`src/rtl/sdinit_pkg.sv`:
```
package sdinit_pkg;

  typedef enum logic [2:0] {
    ST_PAUSE, ST_PRE, ST_WRP, ST_REF, ST_WRC, ST_MRS, ST_WRSC, ST_DONE
  } initState_t;

  typedef struct packed {
    logic issuePre;
    logic issueRef;
    logic issueMrs;
    logic initDone;
  } seqStrobe_t;

  // {rasN, casN, weN}; csN is low for all of them
  localparam logic [2:0] CMD_NOP = 3'b111;
  localparam logic [2:0] CMD_PRE = 3'b010;
  localparam logic [2:0] CMD_REF = 3'b001;
  localparam logic [2:0] CMD_MRS = 3'b000;

endpackage

```
`src/rtl/sdinit_ctrl.sv`:
```
module sdinit_ctrl
  import sdinit_pkg::*;
#(
  parameter int PAUSE_CYC = 10000,
  parameter int TRP_CYC   = 3,
  parameter int TRC_CYC   = 8,
  parameter int TRSC_CYC  = 2,
  parameter int REF_NUM   = 8
) (
  input  logic       clk,
  input  logic       rstN,
  output seqStrobe_t strobe
);

  function automatic int maxOf(input int a, input int b);
    return (a > b) ? a : b;
  endfunction

  localparam int MAX_WAIT = maxOf(maxOf(PAUSE_CYC, TRP_CYC), maxOf(TRC_CYC, TRSC_CYC));
  localparam int CNT_W    = $clog2(MAX_WAIT + 1);
  localparam int REF_W    = $clog2(REF_NUM + 1);

  initState_t       state, nxtState;
  logic [CNT_W-1:0] waitCnt, cntLast;
  logic [REF_W-1:0] refCnt;
  logic             waitHit;

  assign waitHit = (waitCnt == cntLast);

  always_comb begin
    nxtState = state;
    cntLast  = '0;
    case (state)
      ST_PAUSE: begin
        cntLast = CNT_W'(PAUSE_CYC - 1);
        if (waitHit) nxtState = ST_PRE;
      end
      ST_PRE:   nxtState = ST_WRP;
      ST_WRP: begin
        cntLast = CNT_W'(TRP_CYC - 1);
        if (waitHit) nxtState = ST_REF;
      end
      ST_REF:   nxtState = ST_WRC;
      ST_WRC: begin
        cntLast = CNT_W'(TRC_CYC - 1);
        if (waitHit) nxtState = (refCnt == REF_W'(REF_NUM)) ? ST_MRS : ST_REF;
      end
      ST_MRS:   nxtState = ST_WRSC;
      ST_WRSC: begin
        cntLast = CNT_W'(TRSC_CYC - 1);
        if (waitHit) nxtState = ST_DONE;
      end
      default:  nxtState = state;
    endcase
  end

  always_ff @(posedge clk or negedge rstN) begin
    if (!rstN) begin
      state   <= ST_PAUSE;
      waitCnt <= '0;
      refCnt  <= '0;
    end else begin
      state <= nxtState;
      if (nxtState != state)      waitCnt <= '0;
      else if (state != ST_DONE)  waitCnt <= waitCnt + 1'b1;
      if (state == ST_REF)        refCnt  <= refCnt + 1'b1;
    end
  end

  always_comb begin
    strobe.issuePre = (state == ST_PRE);
    strobe.issueRef = (state == ST_REF);
    strobe.issueMrs = (state == ST_MRS);
    strobe.initDone = (state == ST_DONE);
  end


  mrs_after_refs_chk: assert property (@(posedge clk) disable iff (!rstN)
    strobe.issueMrs |-> (refCnt == REF_W'(REF_NUM)));


  no_pause_return_chk: assert property (@(posedge clk) disable iff (!rstN)
    (state != ST_PAUSE) |=> (state != ST_PAUSE));

endmodule

```
`src/rtl/sdinit_dp.sv`:
```
module sdinit_dp
  import sdinit_pkg::*;
#(
  parameter int ADDR_W  = 12,
  parameter int BANK_W  = 2,
  parameter int REF_NUM = 8
) (
  input  logic              clk,
  input  logic              rstN,
  input  seqStrobe_t        strobe,
  input  logic [2:0]        casLat,
  input  logic [2:0]        burstLen,
  input  logic              burstInterleave,
  input  logic              writeSingle,
  output logic              csN,
  output logic              rasN,
  output logic              casN,
  output logic              weN,
  output logic              cke,
  output logic              dqm,
  output logic [ADDR_W-1:0] addr,
  output logic [BANK_W-1:0] ba,
  output logic              initDone
);

  localparam int SEEN_W = $clog2(REF_NUM + 2);

  logic [2:0]        clLegal;
  logic [ADDR_W-1:0] modeWord, preWord;
  logic [2:0]        cmdNext;
  logic [ADDR_W-1:0] addrNext;

  assign clLegal = (casLat == 3'd2) ? 3'd2 : 3'd3;

  always_comb begin
    modeWord      = '0;
    modeWord[2:0] = burstLen;
    modeWord[3]   = burstInterleave;
    modeWord[6:4] = clLegal;
    modeWord[9]   = writeSingle;
    preWord       = '0;
    preWord[10]   = 1'b1;
  end

  always_comb begin
    cmdNext  = CMD_NOP;
    addrNext = '0;
    if (strobe.issuePre) begin
      cmdNext  = CMD_PRE;
      addrNext = preWord;
    end else if (strobe.issueRef) begin
      cmdNext  = CMD_REF;
    end else if (strobe.issueMrs) begin
      cmdNext  = CMD_MRS;
      addrNext = modeWord;
    end
  end

  always_ff @(posedge clk or negedge rstN) begin
    if (!rstN) begin
      csN              <= 1'b0;
      {rasN, casN, weN} <= CMD_NOP;
      cke              <= 1'b1;
      dqm              <= 1'b1;
      addr             <= '0;
      ba               <= '0;
      initDone         <= 1'b0;
    end else begin
      csN              <= 1'b0;
      {rasN, casN, weN} <= cmdNext;
      cke              <= 1'b1;
      dqm              <= ~strobe.initDone;
      addr             <= addrNext;
      ba               <= '0;
      initDone         <= strobe.initDone;
    end
  end

  // Count of refresh commands seen on the bus, for the ordering check
  logic [SEEN_W-1:0] refSeen;
  logic              busMrs, busRef;
  assign busMrs = !csN && !rasN && !casN && !weN;
  assign busRef = !csN && !rasN && !casN && weN;

  always_ff @(posedge clk or negedge rstN) begin
    if (!rstN) refSeen <= '0;
    else if (busRef && refSeen != SEEN_W'(REF_NUM + 1)) refSeen <= refSeen + 1'b1;
  end


  mrs_order_chk: assert property (@(posedge clk) disable iff (!rstN)
    busMrs |-> (refSeen == SEEN_W'(REF_NUM)));


  cl_legal_chk: assert property (@(posedge clk) disable iff (!rstN)
    busMrs |-> (addr[6:4] == 3'd2 || addr[6:4] == 3'd3));


  done_sticky_chk: assert property (@(posedge clk) disable iff (!rstN)
    initDone |=> initDone);


  done_idle_chk: assert property (@(posedge clk) disable iff (!rstN)
    initDone |-> (!csN && rasN && casN && weN && cke && !dqm));

endmodule

```
`src/rtl/sdinit_seq.sv`:
```
module sdinit_seq
  import sdinit_pkg::*;
#(
  parameter int PAUSE_CYC = 10000,
  parameter int TRP_CYC   = 3,
  parameter int TRC_CYC   = 8,
  parameter int TRSC_CYC  = 2,
  parameter int REF_NUM   = 8,
  parameter int ADDR_W    = 12,
  parameter int BANK_W    = 2
) (
  input  logic              clk,
  input  logic              rstN,
  input  logic [2:0]        casLat,
  input  logic [2:0]        burstLen,
  input  logic              burstInterleave,
  input  logic              writeSingle,
  output logic              csN,
  output logic              rasN,
  output logic              casN,
  output logic              weN,
  output logic              cke,
  output logic              dqm,
  output logic [ADDR_W-1:0] addr,
  output logic [BANK_W-1:0] ba,
  output logic              initDone
);

  seqStrobe_t strobe;

  sdinit_ctrl #(
    .PAUSE_CYC(PAUSE_CYC), .TRP_CYC(TRP_CYC), .TRC_CYC(TRC_CYC),
    .TRSC_CYC(TRSC_CYC), .REF_NUM(REF_NUM)
  ) ctrl_i (
    .clk(clk), .rstN(rstN), .strobe(strobe)
  );

  sdinit_dp #(
    .ADDR_W(ADDR_W), .BANK_W(BANK_W), .REF_NUM(REF_NUM)
  ) dp_i (
    .clk(clk), .rstN(rstN), .strobe(strobe),
    .casLat(casLat), .burstLen(burstLen),
    .burstInterleave(burstInterleave), .writeSingle(writeSingle),
    .csN(csN), .rasN(rasN), .casN(casN), .weN(weN),
    .cke(cke), .dqm(dqm), .addr(addr), .ba(ba), .initDone(initDone)
  );

endmodule

```
`config.mk`:
```
export PLATFORM = sky130hd
export DESIGN_NAME = sdinit_seq
export DESIGN_NICKNAME = d
export VERILOG_FILES = /design/src/rtl/sdinit_pkg.sv /design/src/rtl/sdinit_ctrl.sv /design/src/rtl/sdinit_dp.sv /design/src/rtl/sdinit_seq.sv
export SDC_FILE = /design/constraint.sdc
export NUM_CORES = 1
export LEC_CHECK = 0
export ABC_AREA = 1
export BUFFER_PORTS_ARGS = -buffer_cell sky130_fd_sc_hd__buf_2
export CELL_PAD_IN_SITES_DETAIL_PLACEMENT = 0
export CELL_PAD_IN_SITES_GLOBAL_PLACEMENT = 1
export CORE_AREA = 2 2 58 74
export CTS_BUF_LIST = sky130_fd_sc_hd__clkbuf_8
export DETAILED_ROUTE_END_ITERATION = 12
export DIE_AREA = 0 0 60 76
export PLACE_DENSITY_LB_ADDON = 0.2
export SKIP_CTS_REPAIR_TIMING = 1
export SLEW_MARGIN = 25
export SYNTH_ARGS = -nofsm -noshare
export SYNTH_HDL_FRONTEND = slang
export SYNTH_SLANG_ARGS = --single-unit
```
`constraint.sdc`:
```
create_clock -name clk -period 2.9 [get_ports clk]
set_input_delay 0.58 -clock clk [delete_from_list [all_inputs] [get_ports clk]]
set_output_delay 0.58 -clock clk [all_outputs]
set_load 0.02 [all_outputs]
```
==> impl_metrics.ini <==
[placement]
port-buffer-count = 22
dpl.hpwl_um = 2480
gp_congestion = 0.824

[setup_path]
cpMaxStageDelayCell = dfrtp_1
rr_startpoint = ctrl_i.state[2]
path_cells = nand3_2, inv_2, nor2_4, nand2_2, nor2_1, xor2_1, a21oi_2
regToRegEndpoint = ctrl_i.waitCnt[13]
r2r_slack_ns = 1.12
setup.worst_path.class = flop to flop
crit_buf_inv = 1
worstSetupStartpointType = flop
critPathArrivalTime_ns = 1.94
critical-path-top-delay-family = simple AND/OR/NAND/NOR gates
cp_max_fo = 19
slowest_delay_ns = 0.46
cp-end-kind = flop
reg2regPathDepth = 7
cp_data_required_time_ns = 3.06

[global_routing]
grt_pass1_wl_um = 5910
grt_overflow = 0
antenna_found_initial = 0
grt_use_total = 0.171
grt_max_degree = 35
first_global_vias = 1308

[finish]
area_delta_synth_final_pct = 15.1
fin_util = 0.504
nFillCells = 393
diodes = 0
layout-drive-gt1-share = 0.264
layout.nets = 232

[yosys]
ys_ff_latch = 34
synth_top_area_share = 0.435
synth_most_common_cell = nand2_1
syn_avg_cell_area_um2 = 8.85
synth_top_area_cell = dfrtp_1
netlist_area_um2 = 1730
ys_types = 29
synthCells = 195
async_reset_ff_frac = 1.00
ys_top_cells_by_area = dfrtp_1, nand2_1, dfstp_2
yosys_warnings = 0
synthTopCellsByCount = nand2_1, dfrtp_1, inv_1, nor2_1, nand3_1
ys_seq_area_frac = 0.496
synth_edf_count = 0
ys.flop_type = dfrtp_1

[power]
p_per_area_nw_per_um2 = 525
power.total_w = 0.00104
peakVddDrop_mv = 0.351
power.leakage_nw = 0.973

[worst_hold_path]
min_path_type = input port to asynchronous set/reset pin

[timing]
setup_viol = 0
setup_tns_ns = 0
fin_skew_ns = 0.00625
final_hold_viol_count = 0
relSlewSlack = 0.509
fin_crit_sh = 0.613
tightest_slew_ns = 0.736
rsz0062_at_grt = false
fmax_ghz = 0.562
fin_hold_ws_ns = 0.349
min_period_ns = 1.78
drv_slew = 0

[clock_network]
cts_root_buffer = clkbuf_8
clk_pin_slew_ns = 0.07
cts_buffers = 5
cts.sinks = 34
cts_tree = built
clk_path_buf_depth = 2
clock_latency_ns = 0.29
h-tree-depth = 2

[routing]
num_vias = 1279
drc = 0
firstDrtPassIters = 4
wl_um = 3360
antenna_left = 0
first_iter_violations = 53
wire_per_inst_um = 12.2
viasPerCell = 4.63

[floorplanning]
start_util = 0.438
fp.dieH_um = 76
core_area_um2 = 3940
rows = 26
die_w_um = 60
ios = 31
dieArea_um2 = 4560

[job]
maxCapViolations = 0

[run_status]
status = complete, no violations
[cell families after synthesis]
kind of cell | synth area share
simple gates | 0.226
buf+inv | 0.104
flops | 0.496
compound gates | 0.0972
xor+xnor | 0.0508
fa+ha+maj | 0.0218
other cells | 0.00435
[placed cells by master, fill, tap and decap left out, drive strengths merged]
cell type / synthesis / routed
buf: 11 / 22
clkbuf: 0 / 6
a21boi: 1 / 1
nand2: 39 / 39
o21bai: 1 / 1
ha: 3 / 3
bufinv: 0 / 2
nand4: 5 / 5
or2: 1 / 1
nor2: 25 / 25
dfrtp: 30 / 30
xnor2: 3 / 3
conb: 2 / 8
inv: 25 / 25
nor3: 1 / 1
o21ai: 6 / 6
o22ai: 1 / 1
nand3: 15 / 15
dfstp: 4 / 4
a21oi: 15 / 15
xor2: 7 / 7
[metrics by stage]
step                std cells  instance area (µm²)  setup slack [ns]
detailed placement        268                 1840              1.12
global placement          268                 1840              1.13
finish                    276                 1990              1.12
global route              276                 1990             0.908
CTS                       276                 1990              1.11
floorplan                 201                 1750              1.48
[routing by layer]
layer	up-vias	track usage	wire length (µm)
li1	645	-	-
met1	617	0.208	1380
met2	10	0.274	1820
met3	7	0.0475	103
met4	0	0.0756	48
met5	-	0	0
[layout make-up]
cell class	count	area, µm²	share of cell area
tap	56	70.1	0.0353
sequential	34	856	0.431
clock inverter	2	60.1	0.0302
clock buffer	6	82.6	0.0416
timing repair buffer	22	110	0.0555
multi-input combinational	131	713	0.359
inverter	25	93.8	0.0473
[flip-flops by register name, summed over array words and instances (netlist names)]
signal          count
dp_i.addr           8
dp_i.casN           1
dp_i.initDone       1
ctrl_i.waitCnt     14
ctrl_i.state        3
dp_i.dqm            1
dp_i.rasN           1
dp_i.weN            1
ctrl_i.refCnt       4
[how the worst max path moves through the flow]
stage	from	end	slack (ns)	depth (start not counted)
after global placement	ctrl_i.state[1]	ctrl_i.waitCnt[13]	1.13	7
after detailed placement	ctrl_i.state[2]	ctrl_i.waitCnt[13]	1.12	7
after floorplan	ctrl_i.state[0]	ctrl_i.waitCnt[0]	1.48	9
after global routing	ctrl_i.state[1]	ctrl_i.waitCnt[10]	0.91	7
after CTS	ctrl_i.state[1]	ctrl_i.waitCnt[13]	1.11	7
final	ctrl_i.state[2]	ctrl_i.waitCnt[13]	1.12	7
[report_power, final]
part	total, W	internal, W	switching, W	leakage (nW)
clock network	0.000544	0.000367	0.000177	0.0714
registers	0.000474	0.000474	0	0.447
logic	0.0000255	0.00000499	0.0000205	0.455
No activity file was read; power rests on OpenSTA's default activity.
